## config.mk

```make
export PLATFORM = sky130hd
export DESIGN_NAME = scan_tap_ctrl
export DESIGN_NICKNAME = d
export VERILOG_FILES = /design/src/rtl/scan_tap_pkg.sv /design/src/rtl/scan_tap_fsm.sv /design/src/rtl/scan_tap_ir.sv /design/src/rtl/scan_tap_dr.sv /design/src/rtl/scan_tap_ctrl.sv
export SDC_FILE = /design/constraint.sdc
export NUM_CORES = 1
export LEC_CHECK = 0
export ABC_AREA = 1
export BUFFER_PORTS_ARGS = -buffer_cell sky130_fd_sc_hd__buf_2
export CAP_MARGIN = 15
export CORE_MARGIN = 2
export CORE_UTILIZATION = 45
export CTS_BUF_LIST = sky130_fd_sc_hd__clkbuf_4 sky130_fd_sc_hd__clkbuf_8 sky130_fd_sc_hd__clkbuf_16
export DETAILED_ROUTE_END_ITERATION = 16
export GPL_ROUTABILITY_DRIVEN = 1
export MAX_ROUTING_LAYER = met4
export PLACE_DENSITY = 0.67
export SLEW_MARGIN = 20
export SYNTH_ARGS = -nofsm -noshare
export SYNTH_HDL_FRONTEND = slang
export SYNTH_HIERARCHICAL = 1
export SYNTH_SLANG_ARGS = --single-unit
```

## constraint.sdc

```tcl
create_clock -name scan_clk -period 2.4 [get_ports scan_clk]
set_clock_uncertainty 0.1 [all_clocks]
set_input_delay 0 -clock scan_clk [delete_from_list [all_inputs] [get_ports scan_clk]]
set_output_delay 0 -clock scan_clk [all_outputs]
set_load 0.02 [all_outputs]
```

## src/rtl/scan_tap_pkg.sv

```systemverilog
package scan_tap_pkg;

    localparam int IR_W = 4;

    typedef enum logic [3:0] {
        ST_RESET,
        ST_IDLE,
        ST_SEL_DR,
        ST_CAP_DR,
        ST_SHIFT_DR,
        ST_EXIT1_DR,
        ST_PAUSE_DR,
        ST_EXIT2_DR,
        ST_UPD_DR,
        ST_SEL_IR,
        ST_CAP_IR,
        ST_SHIFT_IR,
        ST_EXIT1_IR,
        ST_PAUSE_IR,
        ST_EXIT2_IR,
        ST_UPD_IR
    } tap_state_e;

    typedef enum logic [1:0] {
        SEL_CHAIN,
        SEL_ID,
        SEL_BYP
    } dr_sel_e;

    localparam logic [IR_W-1:0] OP_EXTEST    = 4'b0000;
    localparam logic [IR_W-1:0] OP_IDREAD    = 4'b0001;
    localparam logic [IR_W-1:0] OP_SAMPLE    = 4'b0010;
    localparam logic [IR_W-1:0] OP_FORCE_HIZ = 4'b0011;
    localparam logic [IR_W-1:0] OP_HOLD_PINS = 4'b0100;
    localparam logic [IR_W-1:0] OP_BYPASS    = 4'b1111;

    localparam logic [IR_W-1:0] IR_CAPTURE_PAT = 4'b0001;

endpackage

```

## src/rtl/scan_tap_fsm.sv

```systemverilog
module scan_tap_fsm
    import scan_tap_pkg::*;
(
    input  logic       clk,
    input  logic       rst_n,
    input  logic       tms,
    output tap_state_e state
);

    tap_state_e next_state;

    always_ff @(posedge clk or negedge rst_n) begin
        if (!rst_n) state <= ST_RESET;
        else        state <= next_state;
    end

    always_comb begin
        next_state = state;
        unique case (state)
            ST_RESET:    next_state = tms ? ST_RESET    : ST_IDLE;
            ST_IDLE:     next_state = tms ? ST_SEL_DR   : ST_IDLE;
            ST_SEL_DR:   next_state = tms ? ST_SEL_IR   : ST_CAP_DR;
            ST_CAP_DR:   next_state = tms ? ST_EXIT1_DR : ST_SHIFT_DR;
            ST_SHIFT_DR: next_state = tms ? ST_EXIT1_DR : ST_SHIFT_DR;
            ST_EXIT1_DR: next_state = tms ? ST_UPD_DR   : ST_PAUSE_DR;
            ST_PAUSE_DR: next_state = tms ? ST_EXIT2_DR : ST_PAUSE_DR;
            ST_EXIT2_DR: next_state = tms ? ST_UPD_DR   : ST_SHIFT_DR;
            ST_UPD_DR:   next_state = tms ? ST_SEL_DR   : ST_IDLE;
            ST_SEL_IR:   next_state = tms ? ST_RESET    : ST_CAP_IR;
            ST_CAP_IR:   next_state = tms ? ST_EXIT1_IR : ST_SHIFT_IR;
            ST_SHIFT_IR: next_state = tms ? ST_EXIT1_IR : ST_SHIFT_IR;
            ST_EXIT1_IR: next_state = tms ? ST_UPD_IR   : ST_PAUSE_IR;
            ST_PAUSE_IR: next_state = tms ? ST_EXIT2_IR : ST_PAUSE_IR;
            ST_EXIT2_IR: next_state = tms ? ST_UPD_IR   : ST_SHIFT_IR;
            ST_UPD_IR:   next_state = tms ? ST_SEL_DR   : ST_IDLE;
            default:     next_state = ST_RESET;
        endcase
    end

    // Checker: run length of consecutive mode-select ones, saturating at 5.
    logic [2:0] ones_run;
    always_ff @(posedge clk or negedge rst_n) begin
        if (!rst_n)             ones_run <= 3'd0;
        else if (!tms)          ones_run <= 3'd0;
        else if (ones_run != 3'd5) ones_run <= ones_run + 3'd1;
    end

    a_r1_five_ones_reset: assert property (@(posedge clk) disable iff (!rst_n)
        (ones_run == 3'd5) |-> (state == ST_RESET));

    a_r1_reset_holds: assert property (@(posedge clk) disable iff (!rst_n)
        (state == ST_RESET && tms) |=> (state == ST_RESET));

    a_r1_pause_to_exit2: assert property (@(posedge clk) disable iff (!rst_n)
        (state == ST_PAUSE_DR && tms) |=> (state == ST_EXIT2_DR));

endmodule

```

## src/rtl/scan_tap_ir.sv

```systemverilog
module scan_tap_ir
    import scan_tap_pkg::*;
(
    input  logic       clk,
    input  logic       rst_n,
    input  tap_state_e state,
    input  logic       tdi,
    output logic       ir_lsb,
    output dr_sel_e    dr_sel,
    output logic       test_mode,
    output logic       force_hiz
);

    logic [IR_W-1:0] ir_sh;
    logic [IR_W-1:0] instr;

    // Instruction shift stage.
    always_ff @(posedge clk or negedge rst_n) begin
        if (!rst_n) begin
            ir_sh <= IR_CAPTURE_PAT;
        end else begin
            unique case (state)
                ST_CAP_IR:   ir_sh <= IR_CAPTURE_PAT;
                ST_SHIFT_IR: ir_sh <= {tdi, ir_sh[IR_W-1:1]};
                default:     ir_sh <= ir_sh;
            endcase
        end
    end

    // Current instruction: changes only at Update-IR or in Test-Logic-Reset.
    always_ff @(posedge clk or negedge rst_n) begin
        if (!rst_n) begin
            instr <= OP_IDREAD;
        end else begin
            unique case (state)
                ST_RESET:  instr <= OP_IDREAD;
                ST_UPD_IR: instr <= ir_sh;
                default:   instr <= instr;
            endcase
        end
    end

    assign ir_lsb = ir_sh[0];

    // Decode: data path and pin controls.
    always_comb begin
        dr_sel    = SEL_BYP;
        test_mode = 1'b0;
        force_hiz = 1'b0;
        unique case (instr)
            OP_EXTEST: begin
                dr_sel    = SEL_CHAIN;
                test_mode = 1'b1;
            end
            OP_IDREAD:    dr_sel = SEL_ID;
            OP_SAMPLE:    dr_sel = SEL_CHAIN;
            OP_FORCE_HIZ: force_hiz = 1'b1;
            OP_HOLD_PINS: test_mode = 1'b1;
            default:      dr_sel = SEL_BYP;
        endcase
    end

    a_r3_capture_pattern: assert property (@(posedge clk) disable iff (!rst_n)
        (state == ST_CAP_IR) |=> (ir_sh == IR_CAPTURE_PAT));

    a_r4_instr_stable: assert property (@(posedge clk) disable iff (!rst_n)
        (state != ST_UPD_IR && state != ST_RESET) |=> $stable(instr));

    a_r2_reset_idread: assert property (@(posedge clk) disable iff (!rst_n)
        (state == ST_RESET) |=> (dr_sel == SEL_ID && !test_mode && !force_hiz));

    a_r7_hiz_on_bypass: assert property (@(posedge clk) disable iff (!rst_n)
        force_hiz |-> (dr_sel == SEL_BYP && !test_mode));

    a_r6_test_not_id: assert property (@(posedge clk) disable iff (!rst_n)
        test_mode |-> (dr_sel != SEL_ID));

endmodule

```

## src/rtl/scan_tap_dr.sv

```systemverilog
module scan_tap_dr
    import scan_tap_pkg::*;
#(
    parameter logic [3:0]  ID_VERSION = 4'h1,
    parameter logic [15:0] ID_PART    = 16'h0003,
    parameter logic [10:0] ID_MAKER   = 11'd1
) (
    input  logic       clk,
    input  logic       rst_n,
    input  tap_state_e state,
    input  dr_sel_e    dr_sel,
    input  logic       tdi,
    input  logic       ir_lsb,
    input  logic       chain_so,
    output logic       chain_capture,
    output logic       chain_shift,
    output logic       chain_update,
    output logic       tdo,
    output logic       tdo_oe
);

    localparam int          ID_W   = 4 + 16 + 11 + 1;
    localparam logic [ID_W-1:0] ID_WORD = {ID_VERSION, ID_PART, ID_MAKER, 1'b1};

    logic            byp_q;
    logic [ID_W-1:0] id_sh;
    logic            dr_lsb;

    always_ff @(posedge clk or negedge rst_n) begin
        if (!rst_n) begin
            byp_q <= 1'b0;
        end else if (dr_sel == SEL_BYP) begin
            unique case (state)
                ST_CAP_DR:   byp_q <= 1'b0;
                ST_SHIFT_DR: byp_q <= tdi;
                default:     byp_q <= byp_q;
            endcase
        end
    end

    always_ff @(posedge clk or negedge rst_n) begin
        if (!rst_n) begin
            id_sh <= ID_WORD;
        end else if (dr_sel == SEL_ID) begin
            unique case (state)
                ST_CAP_DR:   id_sh <= ID_WORD;
                ST_SHIFT_DR: id_sh <= {tdi, id_sh[ID_W-1:1]};
                default:     id_sh <= id_sh;
            endcase
        end
    end

    always_comb begin
        unique case (dr_sel)
            SEL_CHAIN: dr_lsb = chain_so;
            SEL_ID:    dr_lsb = id_sh[0];
            default:   dr_lsb = byp_q;
        endcase
    end

    assign chain_capture = (dr_sel == SEL_CHAIN) && (state == ST_CAP_DR);
    assign chain_shift   = (dr_sel == SEL_CHAIN) && (state == ST_SHIFT_DR);
    assign chain_update  = (dr_sel == SEL_CHAIN) && (state == ST_UPD_DR);

    // Serial output stage, retimed to the falling edge.
    always_ff @(negedge clk or negedge rst_n) begin
        if (!rst_n) begin
            tdo    <= 1'b0;
            tdo_oe <= 1'b0;
        end else begin
            tdo_oe <= (state == ST_SHIFT_DR) || (state == ST_SHIFT_IR);
            if (state == ST_SHIFT_IR)      tdo <= ir_lsb;
            else if (state == ST_SHIFT_DR) tdo <= dr_lsb;
            else                           tdo <= 1'b0;
        end
    end

    a_r8_bypass_zero: assert property (@(posedge clk) disable iff (!rst_n)
        (state == ST_CAP_DR && dr_sel == SEL_BYP) |=> (byp_q == 1'b0));

    a_r9_id_loaded: assert property (@(posedge clk) disable iff (!rst_n)
        (state == ST_CAP_DR && dr_sel == SEL_ID) |=> (id_sh == ID_WORD));

    a_r10_oe_window: assert property (@(posedge clk) disable iff (!rst_n)
        tdo_oe |-> (state == ST_SHIFT_DR || state == ST_SHIFT_IR));

    a_r11_strobes_exclusive: assert property (@(posedge clk) disable iff (!rst_n)
        $onehot0({chain_capture, chain_shift, chain_update}));

endmodule

```

## src/rtl/scan_tap_ctrl.sv

```systemverilog
module scan_tap_ctrl
    import scan_tap_pkg::*;
#(
    parameter logic [3:0]  ID_VERSION = 4'h1,
    parameter logic [15:0] ID_PART    = 16'h0003,
    parameter logic [10:0] ID_MAKER   = 11'd1
) (
    input  logic scan_clk,
    input  logic rst_n,
    input  logic scan_mode,
    input  logic scan_din,
    output logic scan_dout,
    output logic scan_dout_oe,
    input  logic chain_so,
    output logic chain_capture,
    output logic chain_shift,
    output logic chain_update,
    output logic pin_test_mode,
    output logic pin_force_hiz,
    output logic bypass_sel
);

    tap_state_e state;
    dr_sel_e    dr_sel;
    logic       ir_lsb;

    scan_tap_fsm u_fsm (
        .clk   (scan_clk),
        .rst_n (rst_n),
        .tms   (scan_mode),
        .state (state)
    );

    scan_tap_ir u_ir (
        .clk       (scan_clk),
        .rst_n     (rst_n),
        .state     (state),
        .tdi       (scan_din),
        .ir_lsb    (ir_lsb),
        .dr_sel    (dr_sel),
        .test_mode (pin_test_mode),
        .force_hiz (pin_force_hiz)
    );

    scan_tap_dr #(
        .ID_VERSION (ID_VERSION),
        .ID_PART    (ID_PART),
        .ID_MAKER   (ID_MAKER)
    ) u_dr (
        .clk           (scan_clk),
        .rst_n         (rst_n),
        .state         (state),
        .dr_sel        (dr_sel),
        .tdi           (scan_din),
        .ir_lsb        (ir_lsb),
        .chain_so      (chain_so),
        .chain_capture (chain_capture),
        .chain_shift   (chain_shift),
        .chain_update  (chain_update),
        .tdo           (scan_dout),
        .tdo_oe        (scan_dout_oe)
    );

    assign bypass_sel = (dr_sel == SEL_BYP);

    a_r5_bypass_no_strobe: assert property (@(posedge scan_clk) disable iff (!rst_n)
        bypass_sel |-> !(chain_capture || chain_shift || chain_update));

endmodule

```

# --- After elaboration in Yosys (flattened, before gate mapping) ---
# Index checks and enable logic that the tools add are counted.
classes:
  eq_ne: 21
  mux: 23
  reduce_logical: 17
ops:
  columns: ["cell", "count"]
  rows:
  - ["case mux 32 bit (2 select lines)", 1]
  - ["case mux 4 bit (12 select lines)", 1]
  - ["== test 4 bit (second input constant)", 8]
  - ["== test 4 x 3 -> 1 bit (second input constant)", 5]
  - ["== test 4 x 2 -> 1 bit (second input constant)", 4]
  - ["2-to-1 mux 4 bit", 4]
  - ["case mux 4 bit (2 select lines)", 2]
  - ["== test 4 x 1 -> 1 bit (second input constant)", 2]
  - ["zero test 4 bit", 2]
  - ["OR reduction 2 bit", 4]
  - ["2-to-1 mux 1 bit", 7]
  - ["2-to-1 mux 2 bit", 3]
  - ["2-to-1 mux 3 bit", 2]
  - ["nonzero test 2 bit", 3]
  - ["case mux 1 bit (2 select lines)", 2]
  - ["case mux 2 bit (2 select lines)", 1]
  - ["AND reduction 2 bit", 2]
  - ["logical AND 1 bit", 3]
  - ["OR reduction 3 bit", 1]
  - ["== test 2 x 1 -> 1 bit (second input constant)", 1]
  - ["== test 2 bit (second input constant)", 1]
  - ["zero test 2 bit", 1]
  - ["logical OR 1 bit", 1]
totals:
  regBits: 47
  inputBits: 5
  out_inout_bits: 8

# --- Logic depth before layout (Yosys ltp) ---
depth:
  depth_word: 7
  mapped_depth: 9

# --- Cells and area by module ---
# Netlist, hierarchy kept.
by_module_without_submodules:
  columns: ["mod", "instances", "cells_each", "area_each_um2", "seq_area_each_um2"]
  rows:
  - ["scan_tap_dr", 1, 183, 1646.6, 882.1]
  - ["scan_tap_ir", 1, 55, 411.6, 202.7]
  - ["scan_tap_fsm", 1, 60, 355.3, 100.1]
  - ["scan_tap_ctrl", 1, 2, 10.0, 0.0]

==> out/metrics.cfg <==
[job]
drv_cap=0

[floorplanning]
die_x_um=77.4
fp.coreArea_mm2=0.00514
rows=26
start_util_pct=47.2
io_pins=13
die_height_um=77.4
die_area_mm2=0.00599

[routing]
wl_um=4460
dr.pass1.iters=4
drt_iter0_drc=98
wl_per_cell_um=11.0
drc_errors=0
via_per_inst=4.80
num_vias=1947
antenna_left=0

[clocking]
cts_buffers=5
clock-sinks=47
clkLatencyLatePin_ps=310
cts.clk_slew.worst_paths_ps=90
cts_tree=yes
ctsHtreeMaxLevel=2
clock_path_buffers=2
cts_root_buf=clkbuf_8
cts_setup_buffers=0

[logic_synthesis]
ys_ff_latch=47
yosysMostFrequentCell=nand2_1
synth-main-ff-cell=dfrtp_1
synth_largest_area_cell=dfrtp_1
syn_nets=305
yosys.area.top_type_share_pct=39.2
syn_inst=300
async_flop_share_pct=100
synth_edf_count=0
avgSynthCellArea_um2=8.08
ys_top_cells_by_area=dfrtp_1 39%, nand2_1 21%, dfstp_2 7.6%, nand3_1 5.4%, nand2_2 3.9%
yosysUniqueCellTypes=25
synth_commonest_cells=136 x nand2_1, 38 x dfrtp_1, 26 x nand3_1, 15 x inv_1, 15 x nand2_2
ys_seq_area_share_pct=48.9
netlist_area_mm2=0.00242
ys_warn_count=6

[timing]
finalHoldViolations=0
hold_ws_ps=153
setup_viol=1
rsz0062_at_grt=yes
slew_viol_final=0
slew-limit-headroom_pct=75.5
tightest_slew_ps=368
setup_slack_ps=-222

[placement]
io_buffers=12
dp_hpwl_um=3140
dp.cells=394
gp_congestion=0.899

[setup_path]
endpoint_kind=flip-flop
crit_required_ps=1440
r2r_slack_ps=-220
worstSetupPathType=reg -> reg
worstPathArrival_ps=1660
crit_fanout=4
cp-start-kind=flip-flop

[power_and_ir_drop]
sw_frac_of_total_pct=41.6
p_sw_uw=1250
pwr-share-seq_pct=39.4
p_leak_uw=0.00151
worst_ir_drop_vdd_uv=573
pwr-share-comb_pct=43.6
power.density_mw_per_mm2=1070
p_clk_share_pct=17.0
intPower_uw=1750
p_total_uw=3000

[run_status]
violations=negative setup slack
status=complete, but fails checks

[hold_path]
hp-class=in -> async

[final_layout]
final_cells=406
final_core_util_pct=54.4
diodes=0
areaGrowthSynthToFinish_pct=15.3
drive_above_1_share_pct=26.5
final_nets=340

[grt]
antenna_found_initial=0
grt_use_total_pct=17.6
grt_pass1_vias=1916
grt_pass1_wl_um=8220
grt_max_degree=33
grt-ovfl-total=0

## power groups by stage
stage | logic (µW) | registers [µW] | clock network [µW]
after floorplan | 954 | 1230 | 0
after global placement | 1290 | 1190 | 0
after detailed placement | 1310 | 1190 | 0
after CTS | 1320 | 1180 | 536
after global routing | 1480 | 1210 | 553
final | 1310 | 1180 | 512
## path summary, 6_finish.rpt
path | from | cells after the start | to
min | rst_n | 2 | u_dr/id_sh[0]
max | u_ir/instr[0] | 9 | u_dr/tdo
max reg2reg | u_ir/instr[0] | 9 | u_dr/tdo
min reg2reg | u_dr/id_sh[12] | 2 | u_dr/id_sh[12]
min in group scan_clk | u_dr/id_sh[12] | 2 | u_dr/id_sh[12]
max in group asynchronous | rst_n | 2 | u_dr/tdo
## cells by family (layout without fill, tap and decap cells)
group / Yosys count / in the layout / synth area share [%]
AO/OA/AOI/OAI: 11 / 11 / 2.53
buffers and inverters: 32 / 68 / 7.28
flip-flops: 47 / 47 / 48.9
AND/OR/NAND/NOR: 210 / 210 / 41.3
## layout make-up
cell class | instances | area (µm²)
timing repair buffer | 33 | 228
multi-input combinational | 221 | 1090
inverter | 27 | 106
tap | 70 | 87.6
sequential | 47 | 1180
fill | 516 | 2340
clock inverter | 2 | 16.3
clock buffer | 6 | 82.6
## what timing repair did
action,4_1_cts,5_1_grt
setup endpoints to repair,1,1
resized for setup,1,3
hold buffers,4,0
endpoints found under the hold margin,49,0
pin swaps,1,0
cloned,0,0
## placed cells by master (no fill, tap or decap)
| cell type | instances |
|---|---|
| or2_4 | 1 |
| dlygate4sd3_1 | 4 |
| nor2_2 | 5 |
| dfstp_2 | 7 |
| clkbuf_8 | 6 |
| dfrtn_1 | 2 |
| buf_2 | 12 |
| nor2_4 | 3 |
| dfrtp_1 | 38 |
| nor2_8 | 3 |
| nor3_4 | 1 |
| clkinv_4 | 1 |
| o22ai_1 | 1 |
| nor2_1 | 11 |
| inv_4 | 2 |
| nand2_2 | 15 |
| nand3_1 | 26 |
| clkinvlp_4 | 1 |
| inv_2 | 11 |
| nand2_8 | 3 |
| o21ai_1 | 3 |
| buf_4 | 17 |
| o21ai_0 | 1 |
| a21oi_1 | 4 |
| nand2_1 | 136 |
| inv_1 | 14 |
| nand4_1 | 1 |
| o21bai_1 | 1 |
| nor3_1 | 5 |
| o21bai_4 | 1 |
## worst max-delay path: stages, from the launching register on
cell     delay [ps]
dfstp_2         570
inv_4            50
nor3_4          250
buf_4           160
inv_2            50
nor2_8           80
nand2_1          50
nand3_1          60
nand2_1          50
nand2_1          60
## metrics by stage
| step | setup TNS, ps | cell area [µm²] | setup WS, ps |
|---|---|---|---|
| floorplan | -241 | 2450 | -241 |
| global placement | -241 | 2650 | -241 |
| detailed placement | -287 | 2650 | -287 |
| CTS | -245 | 2790 | -245 |
| global route | -306 | 2800 | -306 |
| finish | -222 | 2800 | -222 |
## state kept, by name, summed over array words and instances, names as in the netlist
| signal | cells |
|---|---|
| u_dr/id_sh | 32 |
| u_ir/instr | 4 |
| u_dr/byp_q | 1 |
| u_fsm/state | 4 |
| u_dr/tdo | 1 |
| u_ir/ir_sh | 4 |
| u_dr/tdo_oe | 1 |
## layer usage
layer,up-vias,share of wire [%],track usage (%)
li1,993,-,-
met1,910,46,20.8
met2,35,49,29.8
met3,9,2.8,3.14
met4,0,2.0,7.50
met5,-,0,-
Power figures use the tool's default switching activity.
